===== config.mk =====
export PLATFORM = sky130hd
export DESIGN_NAME = inrush_guard
export DESIGN_NICKNAME = d
export VERILOG_FILES = /design/src/rtl/inrush_pkg.sv /design/src/rtl/inrush_dpath.sv /design/src/rtl/inrush_ctrl.sv /design/src/rtl/inrush_guard.sv
export SDC_FILE = /design/constraint.sdc
export NUM_CORES = 1
export LEC_CHECK = 0
export ABC_AREA = 1
export BUFFER_PORTS_ARGS = -buffer_cell sky130_fd_sc_hd__buf_4
export CAP_MARGIN = 20
export CORE_UTILIZATION = 29
export DETAILED_ROUTE_END_ITERATION = 16
export HOLD_SLACK_MARGIN = 0.02
export PLACE_DENSITY = 0.55
export SYNTH_ARGS = -nofsm -noshare
export SYNTH_HDL_FRONTEND = slang
export SYNTH_SLANG_ARGS = --single-unit

===== constraint.sdc =====
create_clock -name clk -period 3.2 [get_ports clk]
set_clock_uncertainty 0.15 [all_clocks]
set_input_delay 0.32 -clock clk [delete_from_list [all_inputs] [get_ports clk]]
set_output_delay 0.32 -clock clk [all_outputs]
set_load 0.05 [all_outputs]

===== src/rtl/inrush_pkg.sv =====
package inrush_pkg;
  // Per-channel strobes sent from control to datapath
  typedef struct packed {
    logic clr;     // hold the window timer at zero
    logic adv;     // count one tick of the window
    logic fltSet;  // latch an unmasked thermal fault
  } chStrobe_t;
endpackage


===== src/rtl/inrush_dpath.sv =====
module inrush_dpath
  import inrush_pkg::*;
#(
  parameter int NUM_CH       = 4,
  parameter int PRESCALE     = 50,
  parameter int WINDOW_TICKS = 10000
) (
  input  logic                  clk,
  input  logic                  rst_n,
  input  chStrobe_t [NUM_CH-1:0] strobe,
  input  logic                  spiDone,
  output logic                  tick,
  output logic [NUM_CH-1:0]     winDone,
  output logic [NUM_CH-1:0]     faultReg
);
  localparam int PRE_W = $clog2(PRESCALE + 1);
  localparam int CNT_W = $clog2(WINDOW_TICKS + 1);

  logic [PRE_W-1:0] preCnt;

  // Free-running tick generator shared by all channels
  always_ff @(posedge clk) begin
    if (!rst_n) preCnt <= '0;
    else if (preCnt == PRE_W'(PRESCALE - 1)) preCnt <= '0;
    else preCnt <= preCnt + 1'b1;
  end
  assign tick = (preCnt == PRE_W'(PRESCALE - 1));

  for (genvar c = 0; c < NUM_CH; c++) begin : g_ch
    logic [CNT_W-1:0] winCnt;

    always_ff @(posedge clk) begin
      if (!rst_n || strobe[c].clr) begin
        winCnt     <= '0;
        winDone[c] <= 1'b0;
      end else if (strobe[c].adv) begin
        if (winCnt == CNT_W'(WINDOW_TICKS - 1)) begin
          winCnt     <= '0;
          winDone[c] <= 1'b1;
        end else begin
          winCnt <= winCnt + 1'b1;
        end
      end
    end

    always_ff @(posedge clk) begin
      if (!rst_n) faultReg[c] <= 1'b0;
      else        faultReg[c] <= strobe[c].fltSet | (faultReg[c] & ~spiDone);
    end

    always_comb begin
      AST_CNT_IN_RANGE: assert (!rst_n || winCnt < CNT_W'(WINDOW_TICKS));
    end

    AST_DONE_NEEDS_ADVANCE: assert property (@(posedge clk) disable iff (!rst_n)
      $rose(winDone[c]) |-> $past(strobe[c].adv));
  end

  if (PRESCALE > 1) begin : g_tickChk
    AST_TICK_SPACED: assert property (@(posedge clk) disable iff (!rst_n)
      tick |=> !tick);
  end
endmodule


===== src/rtl/inrush_ctrl.sv =====
module inrush_ctrl
  import inrush_pkg::*;
#(
  parameter int NUM_CH = 4
) (
  input  logic                   clk,
  input  logic                   rst_n,
  input  logic [NUM_CH-1:0]      chEnable,
  input  logic [NUM_CH-1:0]      chTsd,
  input  logic [NUM_CH-1:0]      chTempSafe,
  input  logic                   inrushStrap,
  input  logic                   tick,
  input  logic [NUM_CH-1:0]      winDone,
  output chStrobe_t [NUM_CH-1:0] strobe,
  output logic [NUM_CH-1:0]      limitBoost,
  output logic                   faultN
);
  logic [NUM_CH-1:0] hotReg;
  logic [NUM_CH-1:0] hotNow;
  logic [NUM_CH-1:0] inWindow;
  logic [NUM_CH-1:0] pinFault;

  // Thermal state: hot from shutdown until the safe flag is seen
  always_ff @(posedge clk) begin
    if (!rst_n) hotReg <= '0;
    else        hotReg <= chTsd | (hotReg & ~chTempSafe);
  end
  assign hotNow   = chTsd | hotReg;
  assign inWindow = chEnable & {NUM_CH{inrushStrap}} & ~winDone;
  assign pinFault = chEnable & ~inWindow & hotNow;
  assign limitBoost = inWindow;

  for (genvar c = 0; c < NUM_CH; c++) begin : g_ch
    assign strobe[c].clr    = ~chEnable[c] | ~inrushStrap;
    assign strobe[c].adv    = inWindow[c] & tick & ~hotNow[c];
    assign strobe[c].fltSet = chTsd[c] & chEnable[c] & ~inWindow[c];

    AST_HOT_KEEPS_BOOST: assert property (@(posedge clk) disable iff (!rst_n)
      (limitBoost[c] && hotNow[c]) |=> (limitBoost[c] || !chEnable[c] || !inrushStrap));
    AST_DISABLE_CLEARS: assert property (@(posedge clk) disable iff (!rst_n)
      (!chEnable[c]) |=> !winDone[c]);
    AST_PIN_LOW_ON_TSD: assert property (@(posedge clk) disable iff (!rst_n)
      (chEnable[c] && !limitBoost[c] && chTsd[c]) |=> !faultN);
  end

  always_ff @(posedge clk) begin
    if (!rst_n) faultN <= 1'b1;
    else        faultN <= ~|pinFault;
  end

  AST_PIN_HIGH_WHEN_QUIET: assert property (@(posedge clk) disable iff (!rst_n)
    (chEnable == '0) |=> faultN);
endmodule


===== src/rtl/inrush_guard.sv =====
module inrush_guard
  import inrush_pkg::*;
#(
  parameter int NUM_CH       = 4,
  parameter int PRESCALE     = 50,
  parameter int WINDOW_TICKS = 10000
) (
  input  logic              clk,
  input  logic              rst_n,
  input  logic [NUM_CH-1:0] chEnable,
  input  logic [NUM_CH-1:0] chTsd,
  input  logic [NUM_CH-1:0] chTempSafe,
  input  logic              inrushStrap,
  input  logic              spiDone,
  output logic [NUM_CH-1:0] limitBoost,
  output logic              faultN,
  output logic [NUM_CH-1:0] faultReg
);
  chStrobe_t [NUM_CH-1:0] strobe;
  logic                   tick;
  logic [NUM_CH-1:0]      winDone;

  inrush_ctrl #(.NUM_CH(NUM_CH)) i_ctrl (
    .clk(clk), .rst_n(rst_n), .chEnable(chEnable), .chTsd(chTsd),
    .chTempSafe(chTempSafe), .inrushStrap(inrushStrap), .tick(tick),
    .winDone(winDone), .strobe(strobe), .limitBoost(limitBoost), .faultN(faultN)
  );

  inrush_dpath #(.NUM_CH(NUM_CH), .PRESCALE(PRESCALE), .WINDOW_TICKS(WINDOW_TICKS)) i_dpath (
    .clk(clk), .rst_n(rst_n), .strobe(strobe), .spiDone(spiDone),
    .tick(tick), .winDone(winDone), .faultReg(faultReg)
  );

  for (genvar c = 0; c < NUM_CH; c++) begin : g_chk
    AST_MASKED_NO_BIT: assert property (@(posedge clk) disable iff (!rst_n)
      (limitBoost[c] && !faultReg[c]) |=> !faultReg[c]);
    AST_BIT_SET_WINS: assert property (@(posedge clk) disable iff (!rst_n)
      (chTsd[c] && chEnable[c] && !limitBoost[c]) |=> faultReg[c]);
  end
endmodule


; Yosys cells after proc, flatten, opt, wreduce, memory -nomap -nowiden
; Index checks and enable logic that the tools add are counted.
[op_classes]
muxes = 4
n_eq_ne = 5
n_addsub = 5
reduce_logical = 12
n_bitwise = 53
[op_table]
columns = operator, count
row1 = "14-bit by 1-bit adder with 14-bit output, second input constant", 4
row2 = "14-bit == test, second input constant", 4
row3 = 14-bit two-way mux, 4
row4 = 1-bit AND, 20
row5 = 4-bit AND, 5
row6 = 1-bit NOT, 15
row7 = 4-bit NOT, 3
row8 = 1-bit OR, 8
row9 = 4-bit OR, 2
row10 = 2-bit AND reduction, 4
row11 = "6-bit by 1-bit adder with 6-bit output, second input constant", 1
row12 = "6-bit == test, second input constant", 1
row13 = 1-bit logical OR, 4
row14 = 4-bit OR reduction, 1
row15 = 1-bit logical NOT, 2
row16 = 2-bit OR reduction, 1
[totals]
regBits = 75
word_cells = 94
inputBits = 16

; Depth between registers and ports, before layout
; Gate-level depths: netlist of run 1.
[logic_depth]
ltp_word = 7
ltp_mapped = 10
depth_no_buf = 10

; Cells and area by module
; From an unflattened synthesis of run 1, not the netlist that was laid out.
[hier_totals]
hier_cells = 593
area_unflattened_um2 = 4092.7
[by_module_without_submodules]
columns = mod, n_inst, area_each_um2, cells_per_inst
row1 = inrush_dpath, 1, 3687.3, 533
row2 = inrush_ctrl, 1, 405.4, 60

; Least setup slack after synthesis of run 1
; No wires, ideal clock.
[synth_timing]
path_type = in2reg
from = input inrushStrap
to = register i_dpath.g_ch[3].winCnt[5]
arrival_time_ps = 1409
path_stages = 9
n_path_buf = 2
t_required_ps = 2935
path_slack_ps = 1526
cell_sequence = buf_6 > nand2_4 > nor2_4 > nand2_2 > nor2_8 > buf_6 > nand3_1 > nand2_1 > nor2_1
[synth_via]
elab_chain_len = 4
[synth_lines]
columns = element, line_no
row1 = start: declaration, inrush_guard.sv:13  ; input logic inrushStrap,
row2 = 4-bit AND (2 in series), inrush_ctrl.sv:29  ; assign inWindow = chEnable & {NUM_CH{inrushStrap}} & ~winDone;
row3 = via limitBoost[3], inrush_guard.sv:15  ; output logic [NUM_CH-1:0] limitBoost,
row4 = 1-bit AND (2 in series), inrush_ctrl.sv:35  ; assign strobe[c].adv = inWindow[c] & tick & ~hotNow[c];
row5 = end signal: assignment, inrush_dpath.sv:41  ; winCnt <= winCnt + 1'b1;
row6 = end: declaration, inrush_dpath.sv:30  ; logic [CNT_W-1:0] winCnt;
; The timed path passes the listed nets, and every way through them passes these cells.
; A chain may end at the register's enable or synchronous reset.

; Worst setup path in the final report of run 1
[layout_timing]
from = register i_dpath.g_ch[3].winCnt[0]
to = register i_dpath.g_ch[3].winCnt[8]
[layout_via]
elab_chain_len = 2
[layout_lines]
columns = element, line_no
row1 = 14-bit by 1-bit adder with 14-bit output / 14-bit == test (equally long branches), "inrush_dpath.sv:41, inrush_dpath.sv:37"
row2 = 14-bit two-way mux *, inrush_dpath.sv:37  ; if (winCnt == CNT_W'(WINDOW_TICKS - 1)) begin
; Mark *: on every way between the ends. The rest lies on a longest branch, timed or not.

==> flow_summary.toml, run 1 <==
[finish]
n_fill_cell = 1553
fin_nets = 717
finalInstanceArea_um2 = 5166
regArea_um2 = 1501
syn_to_final_growth_pct = 17.13
final_cell_mix = "166 x nand2_1, 118 x nor2_1, 75 x dfxtp_1"
final_common_cell = "nand2_1"
antennaDiodeCount = 0
multiInputGateArea_um2 = 2589
drive_above_1_share_pct = 14.66

[synthesis]
yosysTopAreaCellShare_pct = 34.04
ys_types = 33
avgSynthCellArea_um2 = 6.723
netlist_instances = 656
yosysTopAreaCell = "dfxtp_1"
yosysSeqAreaShare_pct = 34.04
netlist_area_um2 = 4410
syn_nets = 682
yosys_warnings = 0
ys_top_cells_by_area = "dfxtp_1 34%, nand2_1 14%, nor2_1 10%"
ys_seq_elements = 75

[timing]
slew_viol_final = 0
max_freq_ghz = 0.5563
layout_worst_path_cycle_share_pct = 56.18
setup_tns_ns = 0
setup_violations = 0
slew_headroom_pct = 66.38
tightest_slew_ns = 0.5005
layout_min_cycle_time_ns = 1.798
rsz0062_at_grt = "false"
hold_viol = 0

[worst_setup_path]
cp-start-kind = "flip-flop"
max_stage_delay_ns = 0.38
cp_top_family = "simple AND/OR/NAND/NOR gates"
endpoint_kind = "flip-flop"
worst-path-max-fanout = 6
path_common_cell = "nor2_1"
crit_type = "flip-flop to flip-flop"
required_ns = 3.29
path_buf_inv = 1
path_cells = "ha_1 -> inv_1 -> nor2_1 -> nand3_1 -> nor2_1 -> a21oi_2 -> nand2_1 -> nor2_1"
cp.arrival_ns = 1.89
slowest_stage = "dfxtp_1"

[place]
dpl.hpwl_um = 7658
gp_congestion = 0.8180
portBuffers = 24
placed_area_um2 = 4793

[pwr]
p_leak_nw = 1.893
peakVddDrop_uv = 238.5
powerDensity_nw_per_um2 = 437.9

[floorplanning]
num_rows = 44
die-area_um2 = 15710
core_region_area_um2 = 14700
start_util_pct = 30.01
die_y_um = 125.3
die_w_um = 125.3
ios = 25

[status]
run_status = "finished, final reports clean"

[clocking]
clock_latency_ns = 0.35
clockBufferDepth = 2
postCtsResizedCells = 0
clkSinkCount = 75
clk_pin_slew_ns = 0.06
htree_levels = 3
root_buffer = "clkbuf_16"
cts_made_buffers = 9
cts_tree = "built"

[routing]
wl_per_cell_um = 11.15
drt_iter0_drc = 225
via_per_inst = 4.474
drc_errors = 0
antenna_left = 0
vias = 3937
routed_wl_um = 9816
drt-pass1-iter-count = 7

[flow_run]
maxCapViolCount = 0

[grt]
grt_max_degree = 20
grt_pass1_vias = 3519
track_usage_pct = 13.60
grt_first_pass_wirelength_um = 16870
grt-ovfl-total = 0
antenna_found_initial = 0

[hold_path]
worstHoldPathType = "input port to flip-flop"
==> cells in the mapped netlist (all sizes together) <==
cell type and number:
nor3 7, a31oi 2, ha 10, nor3b 1, a211oi 4, and3 1
nand3b 4, nand2 179, inv 74, a21o 2, clkinv 3, xnor2 1
a21oi 45, buf 3, o21ai 14, nand4 16, xor2 6, dfxtp 75
or2 1, nand3 64, o21bai 2, nor2 142
==> where the power goes <==
part | switching, W | internal (W) | total [W] | leakage [nW]
clock network | 0.000402 | 0.000780 | 0.00118 | 0.169
logic | 0.0000858 | 0.0000432 | 0.000129 | 1.12
registers | 0.00000637 | 0.000944 | 0.000951 | 0.606
total | 0.000495 | 0.00177 | 0.00226 | 1.89
==> cell type report <==
| type | count | share of cell area, % |
|---|---|---|
| clock buffer | 11 | 4.698 |
| timing repair buffer | 27 | 4.069 |
| tap | 184 | 4.456 |
| inverter | 77 | 5.667 |
| sequential | 75 | 29.06 |
| multi-input combinational | 501 | 50.11 |
| clock inverter | 5 | 1.938 |
==> final timing paths <==
path	endpoint	cells after the start	slack, ns	from
max	i_dpath.g_ch[3].winCnt[8]	8	1.40	i_dpath.g_ch[3].winCnt[0]
min	i_ctrl.hotReg[0]	2	0.03	chTempSafe[0]
max reg2reg	i_dpath.g_ch[3].winCnt[8]	8	1.40	i_dpath.g_ch[3].winCnt[0]
min reg2reg	i_dpath.faultReg[1]	2	0.32	i_dpath.faultReg[1]
==> sequential cells by signal, indices dropped and copies added (netlist names) <==
signal / flops
i_dpath.preCnt: 6
i_dpath.faultReg: 4
i_dpath.winDone: 4
i_ctrl.faultN: 1
i_dpath.g_ch.winCnt: 56
i_ctrl.hotReg: 4
==> layer usage <==
metal  vias to the layer above  routed length (um)  track usage, %
li1                       2174                   -               -
met1                      1691                4985           17.64
met2                        60                4226           21.43
met3                        12                 428           3.509
met5                         -                   0               0
met4                         0                 175           5.595
==> repair_timing <==
action | 4_1_cts | 5_1_grt
buffers inserted | 0 | 0
hold buffers | 3 | 0
hold endpoints to repair | 3 | 0
==> worst reg2reg max path, stage by stage (launching register included) <==
cell and delay (ns):
dfxtp_1 0.38, ha_1 0.23, inv_1 0.07, nor2_1 0.26
nand3_1 0.15, nor2_1 0.18, a21oi_2 0.13, nand2_1 0.09
nor2_1 0.04
==> stage by stage <==
stage	power [W]	util, %	hold WS, ns	worst slack, ns	cells
global placement	0.001100	32.61	0.3044	1.411	861
CTS	0.002308	35.15	0.03075	1.394	880
global route	0.002352	35.15	0.03091	1.218	880
floorplan	0.001053	-	0.2394	1.526	656
detailed placement	0.001100	32.61	0.3139	1.411	861
finish	0.002262	35.15	0.02958	1.402	880
==> cell families after synthesis <==
| family | count (synthesis) | share of synthesized area (%) |
|---|---|---|
| AO/OA/AOI/OAI | 69 | 9.021 |
| XOR/XNOR | 7 | 1.390 |
| adder cells (fa/ha/maj) | 10 | 2.837 |
| buffers and inverters | 80 | 7.262 |
| flip-flops | 75 | 34.04 |
| AND/OR/NAND/NOR | 415 | 45.45 |
(Power assumes the default switching activity.)
==> run 2: changes to the inputs <==
==> constraint.sdc (replaced) <==
create_clock -name clk -period 1.7 [get_ports clk]
set_clock_uncertainty 0.15 [all_clocks]
set_input_delay 0.17 -clock clk [delete_from_list [all_inputs] [get_ports clk]]
set_output_delay 0.17 -clock clk [all_outputs]
set_load 0.05 [all_outputs]
==> flow_summary.toml, run 2 (synthesis results as in run 1) <==
[timing]
setup_violations = 0
hold_viol = 0
layout_worst_path_cycle_share_pct = 98.08
max_freq_ghz = 0.5997
rsz0062_at_grt = "true"
layout_min_cycle_time_ns = 1.667
slew_headroom_pct = 75.78
setup_tns_ns = 0
slew_viol_final = 0
tightest_slew_ns = 0.3606

[floorplanning]
die_y_um = 125.3
num_rows = 44
die_w_um = 125.3
ios = 25
start_util_pct = 30.01
core_region_area_um2 = 14700
die-area_um2 = 15710

[worst_setup_path]
cp-endpoint = "i_ctrl.hotReg[0]"
rrSetupSlack_ns = 0.09
crit_type = "input port to flip-flop"
r2r_cells = 10
r2r_end = "i_dpath.g_ch[3].winCnt[0]"
cp-start-kind = "input port"
endpoint_kind = "flip-flop"
cp.arrival_ns = 1.75
worst-path-max-fanout = 9
setup.worst_path.start = "rst_n"
required_ns = 1.78
r2r-start = "i_dpath.preCnt[1]"

[routing]
drc_errors = 0
via_per_inst = 4.528
antenna_left = 0
drt_iter0_drc = 258
routed_wl_um = 10960
wl_per_cell_um = 11.68
vias = 4247
drt-pass1-iter-count = 7

[pwr]
peakVddDrop_uv = 468.6
p_leak_nw = 2.168
clock_power_share_pct = 50.7
p_sw_share_pct = 23.18
power_frac_seq_pct = 42.2
p_sw_w = 0.0009855
p_comb_share_pct = 7.2
internal_power_w = 0.003265
powerDensity_nw_per_um2 = 735.8

[place]
place_inst = 897
gp_congestion = 0.7823
portBuffers = 24
dpl.hpwl_um = 8097

[finish]
largest_register = "i_dpath.g_ch.winCnt"
antennaDiodeCount = 0
instances_no_fill = 938
largest_reg_flops = 56
syn_to_final_growth_pct = 30.98
top_regs = "i_dpath.g_ch.winCnt: 56 flops, i_dpath.preCnt: 6 flops"
final_common_cell = "nand2_1"
fin_nets = 775
drive_above_1_share_pct = 22.41
final_cell_mix = "164 x nand2_1, 108 x nor2_1, 72 x dfxtp_1"

[grt]
grt_max_degree = 20
antenna_found_initial = 0
track_usage_pct = 14.67
grt_pass1_vias = 3969
grt_first_pass_wirelength_um = 18460
grt-ovfl-total = 0

[clocking]
htree_levels = 3
clkSinkCount = 75
clockBufferDepth = 2
clock_latency_ns = 0.34
root_buffer = "clkbuf_16"
cts_made_buffers = 9
cts_tree = "built"
clk_pin_slew_ns = 0.06

[status]
run_status = "finished, final reports clean"

[flow_run]
maxCapViolCount = 0

[hold_path]
worstHoldPathType = "input port to flip-flop"
run 2: cell type report:
type / count / area (um^2)
well taps: 184 / 230.2
inverters: 77 / 292.8
clock buffers: 12 / 256.5
multi-input cells: 501 / 2718
repair buffers: 85 / 701.9
fillers: 1537 / 8922
clock inverters: 4 / 72.57
flip-flops and latches: 75 / 1505
run 2: how the worst min path moves through the flow:
stage               slack (ns)     startpoint  depth (start not counted)             endpoint
global placement          0.21  chTempSafe[3]                          2     i_ctrl.hotReg[3]
floorplan                 0.09          rst_n                          1        i_ctrl.faultN
CTS                       0.04        spiDone                          4  i_dpath.faultReg[2]
global route              0.06        spiDone                          4  i_dpath.faultReg[2]
detailed placement        0.22  chTempSafe[2]                          2     i_ctrl.hotReg[2]
finish                    0.04        spiDone                          4  i_dpath.faultReg[1]
run 2: worst max-delay path: stages:
cell and delay [ns]:
dlygate4sd3_1 0.54, buf_4 0.15, inv_2 0.23, a211oi_1 0.09
dlygate4sd3_1 0.57
run 2: layer usage:
layer / vias up / GRT usage (%) / part of all wire [%]
met5: - / 0 / 0
met4: 0 / 3.945 / 1.2
met3: 11 / 4.108 / 3.1
met2: 55 / 23.46 / 46
met1: 1882 / 19.32 / 50
li1: 2299 / - / -
run 2: what timing repair did:
item,4_1_cts,5_1_grt
pin swaps,0,8
gates resized for setup,1,39
buffers inserted,0,9
hold buffers,16,0
setup endpoints to repair,1,56
endpoints found under the hold margin,9,0
run 2: power by group through the flow:
stage | clock network (W) | registers, W | logic [W]
floorplan | 0 | 0.00185 | 0.000131
global placement | 0 | 0.00183 | 0.000256
detailed placement | 0 | 0.00183 | 0.000257
CTS | 0.00222 | 0.00179 | 0.000287
global route | 0.00228 | 0.00179 | 0.000332
finish | 0.00215 | 0.00179 | 0.000304
run 2: through the flow:
stage / setup slack (ns) / utilization (%) / hold slack [ns] / total power (W) / instance area, um^2
4_1_cts: 0.008922 / 37.81 / 0.03949 / 0.004294 / 5558
2_1_floorplan: 0.1592 / - / 0.08938 / 0.001982 / 4410
5_1_grt: -0.01931 / 39.30 / 0.06268 / 0.004404 / 5777
3_5_place_dp: 0.02639 / 34.45 / 0.2159 / 0.002085 / 5064
6_report: 0.03261 / 39.30 / 0.04175 / 0.004251 / 5777
3_3_place_gp: 0.04578 / 34.45 / 0.2107 / 0.002084 / 5064
